File: config.mk
export PLATFORM = sky130hd
export DESIGN_NAME = link_rst_seq
export DESIGN_NICKNAME = d
export VERILOG_FILES = /design/src/rtl/link_rst_pkg.sv /design/src/rtl/link_rst_src_merge.sv /design/src/rtl/link_rst_stage_seq.sv /design/src/rtl/link_rst_link_gate.sv /design/src/rtl/link_rst_seq.sv
export SDC_FILE = /design/constraint.sdc
export NUM_CORES = 1
export LEC_CHECK = 0
export BUFFER_PORTS_ARGS = -buffer_cell sky130_fd_sc_hd__buf_4
export CAP_MARGIN = 20
export CORE_AREA = 2 2 39 41
export DETAILED_ROUTE_END_ITERATION = 12
export DIE_AREA = 0 0 41 43
export PLACE_DENSITY = 0.69
export SYNTH_ARGS = -nofsm -noshare
export SYNTH_HDL_FRONTEND = slang
export SYNTH_HIERARCHICAL = 1
export SYNTH_SLANG_ARGS = --single-unit
File: constraint.sdc
create_clock -name clk -period 1.25 [get_ports clk]
set_input_delay 0.25 -clock clk [delete_from_list [all_inputs] [get_ports clk]]
set_output_delay 0.25 -clock clk [all_outputs]
set_load 0.05 [all_outputs]
File: src/rtl/link_rst_pkg.sv
// Shared types for the link reset sequencer.
// Assumes nothing beyond a single sequencer clock.
package link_rst_pkg;

    // Sequencer stages, in release order.
    typedef enum logic [2:0] {
        ST_PLL_HOLD  = 3'd0,
        ST_REG_HOLD  = 3'd1,
        ST_SYS_WAIT  = 3'd2,
        ST_SYS_HOLD  = 3'd3,
        ST_LINK_RUN  = 3'd4
    } seq_stage_e;

endpackage

File: src/rtl/link_rst_src_merge.sv
// Merges the three reset sources into the management reset.
// Also registers the controller reset from the bridge reset alone.
// Assumes all source inputs are synchronous to clk.
module link_rst_src_merge (
    input  logic clk,
    input  logic glob_rst_n,
    input  logic sw_hw_rst,
    input  logic bridge_rst_n,
    output logic src_active,
    output logic mgmt_rst_n,
    output logic ctrl_rst_n
);

    // Any source requesting reset.
    always_comb begin
        src_active = !glob_rst_n || sw_hw_rst || !bridge_rst_n;
    end

    // Register the management reset; asserts one edge after a source.
    always_ff @(posedge clk) begin
        mgmt_rst_n <= !src_active;
    end

    // Controller reset follows the bridge only.
    always_ff @(posedge clk) begin
        ctrl_rst_n <= bridge_rst_n;
    end

    assert_ctrl_isolated_R8: assert property (@(posedge clk)
        disable iff (!bridge_rst_n)
        $past(bridge_rst_n) |-> ctrl_rst_n);

endmodule

File: src/rtl/link_rst_stage_seq.sv
// Staged release of the PLL, register-interface and SYSREF resets.
// Each stage holds HOLD_CYCLES edges. The SYSREF stage waits for lock,
// and a loss of lock sends the sequence back to the SYSREF wait.
// Assumes restart and pll_locked are synchronous to clk.
module link_rst_stage_seq
    import link_rst_pkg::*;
#(
    parameter int HOLD_CYCLES = 16
) (
    input  logic clk,
    input  logic restart,
    input  logic pll_locked,
    output logic pll_rst,
    output logic reg_rst_n,
    output logic sysref_rst_n,
    output logic link_en
);

    localparam int CNT_W = (HOLD_CYCLES > 1) ? $clog2(HOLD_CYCLES) : 1;
    localparam logic [CNT_W-1:0] HOLD_LAST = CNT_W'(HOLD_CYCLES - 1);

    seq_stage_e       stage_q, stage_d;
    logic [CNT_W-1:0] cnt_q, cnt_d;
    logic             hold_done;

    // Hold window end marker.
    always_comb begin
        hold_done = (cnt_q == HOLD_LAST);
    end

    // Next stage and hold counter.
    always_comb begin
        stage_d = stage_q;
        cnt_d   = cnt_q + 1'b1;
        unique case (stage_q)
            ST_PLL_HOLD: if (hold_done) begin
                stage_d = ST_REG_HOLD;
                cnt_d   = '0;
            end
            ST_REG_HOLD: if (hold_done) begin
                stage_d = ST_SYS_WAIT;
                cnt_d   = '0;
            end
            ST_SYS_WAIT: begin
                cnt_d = '0;
                if (pll_locked) stage_d = ST_SYS_HOLD;
            end
            ST_SYS_HOLD: begin
                if (!pll_locked) begin
                    stage_d = ST_SYS_WAIT;
                    cnt_d   = '0;
                end else if (hold_done) begin
                    stage_d = ST_LINK_RUN;
                    cnt_d   = '0;
                end
            end
            ST_LINK_RUN: begin
                cnt_d = '0;
                if (!pll_locked) stage_d = ST_SYS_WAIT;
            end
            default: begin
                stage_d = ST_PLL_HOLD;
                cnt_d   = '0;
            end
        endcase
    end

    // Stage register with synchronous restart.
    always_ff @(posedge clk) begin
        if (restart) begin
            stage_q <= ST_PLL_HOLD;
            cnt_q   <= '0;
        end else begin
            stage_q <= stage_d;
            cnt_q   <= cnt_d;
        end
    end

    // Decode reset levels from the current stage.
    always_comb begin
        pll_rst      = (stage_q == ST_PLL_HOLD);
        reg_rst_n    = (stage_q != ST_PLL_HOLD) && (stage_q != ST_REG_HOLD);
        sysref_rst_n = (stage_q == ST_SYS_HOLD) || (stage_q == ST_LINK_RUN);
        link_en      = (stage_q == ST_LINK_RUN);
    end

    assert_sysref_locked_R4: assert property (@(posedge clk)
        disable iff (restart)
        $rose(sysref_rst_n) |-> $past(pll_locked));

    assert_lock_loss_R7: assert property (@(posedge clk)
        disable iff (restart)
        !pll_locked |=> !sysref_rst_n);

endmodule

File: src/rtl/link_rst_link_gate.sv
// Per-direction link/transport reset gate. It releases once the sequencer
// enables links, lock is present and the acknowledge is low. Lock loss or
// restart reasserts it on the next edge.
// Assumes inputs are synchronous to clk.
module link_rst_link_gate (
    input  logic clk,
    input  logic restart,
    input  logic link_en,
    input  logic pll_locked,
    input  logic ack_n,
    output logic link_rst_n
);

    // Release on acknowledge, hold until lock loss or restart.
    always_ff @(posedge clk) begin
        if (restart || !link_en || !pll_locked) begin
            link_rst_n <= 1'b0;
        end else if (!ack_n) begin
            link_rst_n <= 1'b1;
        end
    end

    // Covers the TX instance and the RX instance.
    assert_link_gated_R5: assert property (@(posedge clk)
        disable iff (restart)
        $rose(link_rst_n) |-> $past(pll_locked && !ack_n && link_en));

    assert_link_lock_drop_R7: assert property (@(posedge clk)
        disable iff (restart)
        !pll_locked |=> !link_rst_n);

endmodule

File: src/rtl/link_rst_seq.sv
// Top of the link subsystem reset sequencer. It merges the reset sources,
// runs the staged release and gates one link reset per direction on
// lock and that direction's acknowledge.
// Assumes every input is synchronous to clk.
module link_rst_seq #(
    parameter int HOLD_CYCLES = 16
) (
    input  logic clk,
    input  logic glob_rst_n,
    input  logic sw_hw_rst,
    input  logic bridge_rst_n,
    input  logic pll_locked,
    input  logic tx_ack_n,
    input  logic rx_ack_n,
    output logic mgmt_rst_n,
    output logic ctrl_rst_n,
    output logic pll_rst,
    output logic tx_reg_rst_n,
    output logic rx_reg_rst_n,
    output logic sysref_rst_n,
    output logic tx_link_rst_n,
    output logic rx_link_rst_n
);

    localparam int NUM_DIR = 2;

    logic               src_active;
    logic               reg_rst_n;
    logic               link_en;
    logic [NUM_DIR-1:0] ack_vec_n;
    logic [NUM_DIR-1:0] link_vec_n;

    link_rst_src_merge u_merge (
        .clk          (clk),
        .glob_rst_n   (glob_rst_n),
        .sw_hw_rst    (sw_hw_rst),
        .bridge_rst_n (bridge_rst_n),
        .src_active   (src_active),
        .mgmt_rst_n   (mgmt_rst_n),
        .ctrl_rst_n   (ctrl_rst_n)
    );

    link_rst_stage_seq #(
        .HOLD_CYCLES (HOLD_CYCLES)
    ) u_seq (
        .clk          (clk),
        .restart      (src_active),
        .pll_locked   (pll_locked),
        .pll_rst      (pll_rst),
        .reg_rst_n    (reg_rst_n),
        .sysref_rst_n (sysref_rst_n),
        .link_en      (link_en)
    );

    // Direction 0 is TX, direction 1 is RX.
    always_comb begin
        ack_vec_n = {rx_ack_n, tx_ack_n};
    end

    for (genvar d = 0; d < NUM_DIR; d++) begin : g_dir
        link_rst_link_gate u_gate (
            .clk        (clk),
            .restart    (src_active),
            .link_en    (link_en),
            .pll_locked (pll_locked),
            .ack_n      (ack_vec_n[d]),
            .link_rst_n (link_vec_n[d])
        );
    end

    // Fan out the shared and per-direction resets.
    always_comb begin
        tx_reg_rst_n  = reg_rst_n;
        rx_reg_rst_n  = reg_rst_n;
        tx_link_rst_n = link_vec_n[0];
        rx_link_rst_n = link_vec_n[1];
    end

    assert_src_reset_all_R9: assert property (@(posedge clk)
        disable iff (!bridge_rst_n)
        (!glob_rst_n || sw_hw_rst) |=> (!mgmt_rst_n && pll_rst && !tx_reg_rst_n
            && !rx_reg_rst_n && !sysref_rst_n && !tx_link_rst_n && !rx_link_rst_n));

    assert_mgmt_pll_R2: assert property (@(posedge clk)
        disable iff (!glob_rst_n)
        !mgmt_rst_n |-> pll_rst);

    assert_sysref_order_R4: assert property (@(posedge clk)
        disable iff (!glob_rst_n)
        sysref_rst_n |-> (mgmt_rst_n && !pll_rst && tx_reg_rst_n));

    assert_link_order_R5: assert property (@(posedge clk)
        disable iff (!glob_rst_n)
        (tx_link_rst_n || rx_link_rst_n) |-> sysref_rst_n);

endmodule

After elaboration in Yosys (flattened, before gate mapping)
Index checks and enable logic that the tools add are counted.
{"block": "word_totals", "ff_bits": 11, "latch_bits": 0, "mem_bits_rw": 0, "rom_bits": 0, "inputBits": 7, "out_inout_bits": 8, "wordCells": 43, "memories": 0}
{"block": "classes", "addsub": 1, "mul": 0, "div_mod_pow": 0, "magnitude_cmp": 0, "eq_ne": 11, "n_shift": 0, "mux": 10, "bitwise": 0, "n_reduce_logical": 15}
{"operator": "$mux 3", "count": 6}
{"operator": "$pmux 3 s5", "count": 1}
{"operator": "$mux 4", "count": 2}
{"operator": "$pmux 4 s2", "count": 1}
{"operator": "$eq 3x2->1 const B", "count": 2}
{"operator": "$logic_not 1->1", "count": 5}
{"operator": "$logic_or 1x1->1", "count": 5}
{"operator": "$reduce_and 5->1", "count": 1}
{"operator": "$add 4x1->4 const B", "count": 1}
{"operator": "$eq 4x4->1 const B", "count": 1}
{"operator": "$ne 2x1->1 const B", "count": 2}
{"operator": "$ne 2x2->1 const B", "count": 2}
{"operator": "$eq 3x1->1 const B", "count": 1}
{"operator": "$eq 3x3->1 const B", "count": 1}
{"operator": "$logic_not 3->1", "count": 1}
{"operator": "$ne 3x1->1 const B", "count": 1}
{"operator": "$ne 3x2->1 const B", "count": 1}
{"operator": "$reduce_bool 3->1", "count": 1}
{"operator": "$reduce_or 2->1", "count": 1}
{"operator": "$logic_and 1x1->1", "count": 1}

Depth between registers and ports, before layout
{"block": "depth", "depth_word": 5, "ltp_mapped": 4, "depth_no_buf": 4}

Modules after synthesis
The synthesis kept the hierarchy.
{"mod": "link_rst_stage_seq", "n_inst": 1, "cells_each": 38, "area_per_inst_um2": 347.8, "seq_area_each_um2": 140.1}
{"mod": "link_rst_link_gate", "n_inst": 2, "cells_each": 4, "area_per_inst_um2": 47.5, "seq_area_each_um2": 20.0}
{"mod": "link_rst_src_merge", "n_inst": 1, "cells_each": 4, "area_per_inst_um2": 56.3, "seq_area_each_um2": 40.0}
{"mod": "link_rst_seq", "n_inst": 1, "cells_each": 1, "area_per_inst_um2": 7.5, "seq_area_each_um2": 0.0}

Worst setup path after synthesis
Ideal clock, no wire load.
{"block": "synth_path", "kind": "reg2out", "start": "register u_seq.stage_q[1]", "end": "output port pll_rst", "arrival_time_ps": 1517, "t_required_ps": 1000, "slack_ps": -517, "path_stages_with_launch": 3, "n_path_buf": 1, "path_cell_list": "dfxtp_1 > buf_2 > nor3_1"}
{"block": "synth_via", "elab_chain_cells": 1}
{"element": "start, declared", "line_no": "link_rst_stage_seq.sv:22", "source": "seq_stage_e stage_q, stage_d;"}
{"element": "start signal, assigned", "line_no": "link_rst_stage_seq.sv:74", "source": "stage_q <= stage_d;"}
{"element": "$logic_not 3->1", "line_no": "link_rst_stage_seq.sv:81", "source": "pll_rst = (stage_q == ST_PLL_HOLD);"}
{"element": "end, declared", "line_no": "link_rst_seq.sv:17", "source": "output logic pll_rst,"}
No other way between the ends.

Worst setup path after layout
{"block": "layout_path", "start": "register u_seq.stage_q[1]", "end": "output port sysref_rst_n"}
{"block": "layout_via", "elab_chain_cells": 2, "word_cells_on_any_way": 3, "classes_between": "eq/ne (2); reduce/logical (1)"}
{"element": "$eq 3x2->1 or $eq 3x3->1 (tied branches)", "line_no": "link_rst_stage_seq.sv:83", "source": "sysref_rst_n = (stage_q == ST_SYS_HOLD) || (stage_q == ST_LINK_RUN);"}
{"element": "$logic_or 1x1->1 (*)", "line_no": "link_rst_stage_seq.sv:83"}
{"element": "end, declared", "line_no": "link_rst_seq.sv:20", "source": "output logic sysref_rst_n,"}
Mark *: on every way between the ends. The rest lies on a longest branch, timed or not.

==> impl.org <==
** Status
- The run finished, with violations left.
- The checks that failed: setup timing.

** Final layout
- Once layout is done, the placed cells without fillers occupy 794.5 um^2.
- For this run, the number of standard cells in the final layout without fillers is 92.
- The repair_antennas step left the layout with diodes totalling 0.
- FILL cells :: 125
- The final layout contains 85 nets.
- Cells with a size suffix above 1 make up 60.53% of the layout.
- The area growth from synthesis to layout is 56.79%.

** Placed design
- Dpl hpwl :: 803 um
- Worst setup slack before clock tree synthesis :: -0.04946 ns
- Final weighted congestion in routability-driven placement :: 0.7838
- Placed Cells :: 87
- Summing all placed instances gives a cell area of 688.2 um^2.
- Input and output buffers added on the ports amount to 14.

** Power and ir drop
- Max VDD drop :: 0.4712 mV
- In this run the static leakage power is 0.3313 nW.
- Internal Pwr Total :: 0.5028 mW
- Sequential cells burn 54.5% of the power.
- Final Total Pwr :: 0.6497 mW
- For this design the ratio of total power to cell area is 817.8 nW/um^2.
- In this run, the clock network consumes 36.8% of the power.
- For this design the total switching power over the nets is 0.1470 mW.
- Net switching is 22.62% of the power.
- Logic gate share of total power :: 8.7%

** Synth
- Flip-flop cell with the highest count after synthesis :: dfxtp_1
- Counting flops with an async set or reset pin after synthesis yields a share of 0%.
- Flip-flop and latch count after synthesis :: 11
- Yosys printed 6 warnings.
- In this run, synthesis inferred 0 flip-flops with an integrated enable.
- Syn Area/Cell :: 9.936 um^2
- Netlist area before placement :: 506.7 um^2
- The largest total area in the synthesized netlist belongs to dfxtp_1.
- The number of nets in the synthesized netlist is 59.
- The commonest cells after synthesis are dfxtp_1, nor2_1, a21oi_1, nand2_1, nor2b_4.
- After synthesis, the netlist uses 25 different library cells.
- Among all cell types in the netlist, the one instantiated most often is dfxtp_1.
- Simple-gate share of the synthesized area :: 38.27%
- The synthesized netlist devotes 8.395% of its cell area to compound gates.
- Syn Inst Count :: 51
- Fraction of the yosys area taken by sequential cells :: 43.46%
- Cell types occupying the most area after synthesis :: dfxtp_1, nor2b_4, nor3b_2, a21oi_1, nor3_2
- Of the total synthesized cell area, the portion taken by XOR and XNOR cells is 3.457%.
- In the synthesized netlist, mux cells make up 0% of the area.
- After synthesis, the largest family of logic cells by area is simple AND/OR/NAND/NOR gates.
- After Yosys synthesis, full adders, half adders and majority gates account for 2.469% of the synthesized area.
- Summed over its instances, the top area cell type makes up 43.46% of the synthesized netlist area.

** STA
- Final hold violation count :: 0
- The final-report max-slew violation count came to 0.
- Setup violations remaining at the end of the flow were counted as 5.
- Between clock sinks in the finished design, the worst skew comes to 0.002823 ns.
- For the pin with the worst max-slew slack, the measured transition is 0.2403 ns.
- In this run the tightest slew margin relative to its limit is 83.76%.
- Across all setup checks in the final design, the least slack found is -0.1308 ns.
- For this run, the top clock speed supported by timing is 724.2 MHz.
- Counting I/O delays and the setup requirement, the final critical path takes 1.381 ns.
- For the final routed database, the setup TNS stands at -0.4563 ns.
- Setup repair after global routing missed its margin :: yes
- Post-route clock period utilization :: 110.5%

** Clock tree
- At the later pin of the worst-skew pair, clock insertion delay measures 0.26 ns.
- No sink is reached through more buffers than the 2 on the longest clock path.
- CTS placed an instance of clkbuf_4 at the clock tree root.
- The number of clock buffers added by TritonCTS is 3.
- After clock tree synthesis, the flow added hold-fix buffers numbering 0.
- For this design, the sink count on the clock tree is 11.
- Max H-tree Level :: 1
- Post-CTS clock slew at the launch and capture registers of the worst setup and hold paths :: 0.07 ns
- TritonCTS clock tree :: done

** Global routing
- The first global-routing pass estimated 1759 um of wire.
- Met1 capacity usage during global routing :: 16.94%
- The via count of the first global-routing pass was 436.
- Global routing used 15.52% of the available tracks.
- Global routing usage on met2 :: 25.31%
- Busiest grt layer :: met2
- Number of antenna violations at the first check in global routing :: 0
- Entering global routing, the biggest net connects 8 pins.
- Residual overflow from global routing :: 0
- Met3 Usage GRT :: 4.712%

** Die
- Die height :: 43 um
- Chip Width :: 41 um
- Total Die Area :: 1763 um^2
- In this run the standard cell core region covers 1384 um^2.
- Initial core utilization :: 36.62%
- Num rows :: 14
- Boundary pin count :: 15

** Critical path
- The critical path is of the flip-flop to output port type.
- Data arrival at the endpoint of the critical path :: 1.13 ns
- The worst setup path is launched from a flip-flop.
- Along the worst path, the maximum fanout reaches 4.
- Worst Path Required :: 1.00 ns
- Crit end category :: output port

** Detailed routing
- Average via count per standard cell :: 4.793
- The first TritonRoute pass finished after 5 iterations.
- Sum of routed wire length over all layers :: 1120 um
- DRC errors left :: 0
- Number of vias after detailed routing :: 441
- Number of DRC violations after detailed-routing iteration 0 :: 9
- Average wire length per cell after detail routing :: 12.17 um
- The count of nets left with antenna violations once routing finished came out at 0.

** Worst hold path
- HP Class :: input port to flip-flop

** Run
- Max-cap violations in this run came to 0.
[layout by cell type (no fill, tap or decap), drive strengths merged]
cell type,count
buf,23
dfxtp,11
nor2,5
clkbuf,4
nor2b,4
a21oi,4
nor3,4
nand2,3
nor3b,3
nand3,2
inv,2
and3b,1
nand3b,1
a21o,1
a211o,1
and4,1
or4,1
o21ai,1
nor4b,1
xnor2,1
xor2,1
ha,1
[cells by family after synthesis]
| logic type | Yosys count |
|---|---|
| compound gates | 7 |
| simple gates | 26 |
| buf+inv | 4 |
| fa+ha+maj | 1 |
| xor+xnor | 2 |
| flops | 11 |
[path summary, 6_finish.rpt]
check | slack, ns | cells past startpoint | to | startpoint
setup reg to reg | -0.07 | 4 | u_seq/stage_q[0]$_SDFFE_PP0P_ | u_seq/stage_q[1]$_SDFFE_PP0P_
hold reg to reg | 0.45 | 1 | u_seq/cnt_q[0]$_SDFF_PP0_ | u_seq/cnt_q[0]$_SDFF_PP0_
hold / removal | 0.10 | 1 | u_merge/ctrl_rst_n$_DFF_P_ | bridge_rst_n
setup / recovery | -0.13 | 3 | sysref_rst_n | u_seq/stage_q[1]$_SDFFE_PP0P_
[final cells by class]
class / instances / area (um^2) / area share, %
clock buffer: 4 / 26.28 / 3.307
sequential: 11 / 231.5 / 29.13
inverter: 2 / 7.507 / 0.9449
multi-input combinational: 36 / 310.3 / 39.06
timing repair buffer: 23 / 198.9 / 25.04
tap: 16 / 20.02 / 2.520
[flip-flops by register name (all words and copies together), names as in the netlist]
signal,count
u_seq/stage_q,3
u_merge/mgmt_rst_n,1
g_dir.u_gate/link_rst_n,2
u_seq/cnt_q,4
u_merge/ctrl_rst_n,1
[power by group through the flow]
stage / Combinational [mW] / Clock (mW) / Sequential, mW
after global placement: 0.0541 / 0 / 0.365
after floorplan: 0.0153 / 0 / 0.376
after detailed placement: 0.0553 / 0 / 0.366
after CTS: 0.0553 / 0.245 / 0.355
after global routing: 0.0605 / 0.255 / 0.354
final: 0.0566 / 0.239 / 0.354
[worst max-delay path: stages, from the launching register on]
cell     delay (ns)
dfxtp_4        0.36
nor2b_2        0.16
a21o_2         0.20
buf_8          0.15
[metal layers]
layer	wire length (um)	vias up	share of wire, %
met5	0	-	0
met4	0	0	0
met3	29	0	2.6
met2	605	9	54
met1	485	206	43
li1	-	226	-
[metrics by stage]
step           hold WS, ns  util [%]
2_1_floorplan       0.2777         -
4_1_cts            0.09942     54.34
3_5_place_dp        0.3731     49.73
5_1_grt            0.09453     57.41
6_report            0.1048     57.41
3_3_place_gp        0.3716     49.73
[timing repair]
action	4_1_cts	5_1_grt
gates resized for setup	11	10
setup buffers	1	0
setup endpoints to repair	5	7
pin swaps	1	3
Note: power is estimated with default switching activity, not from simulation.
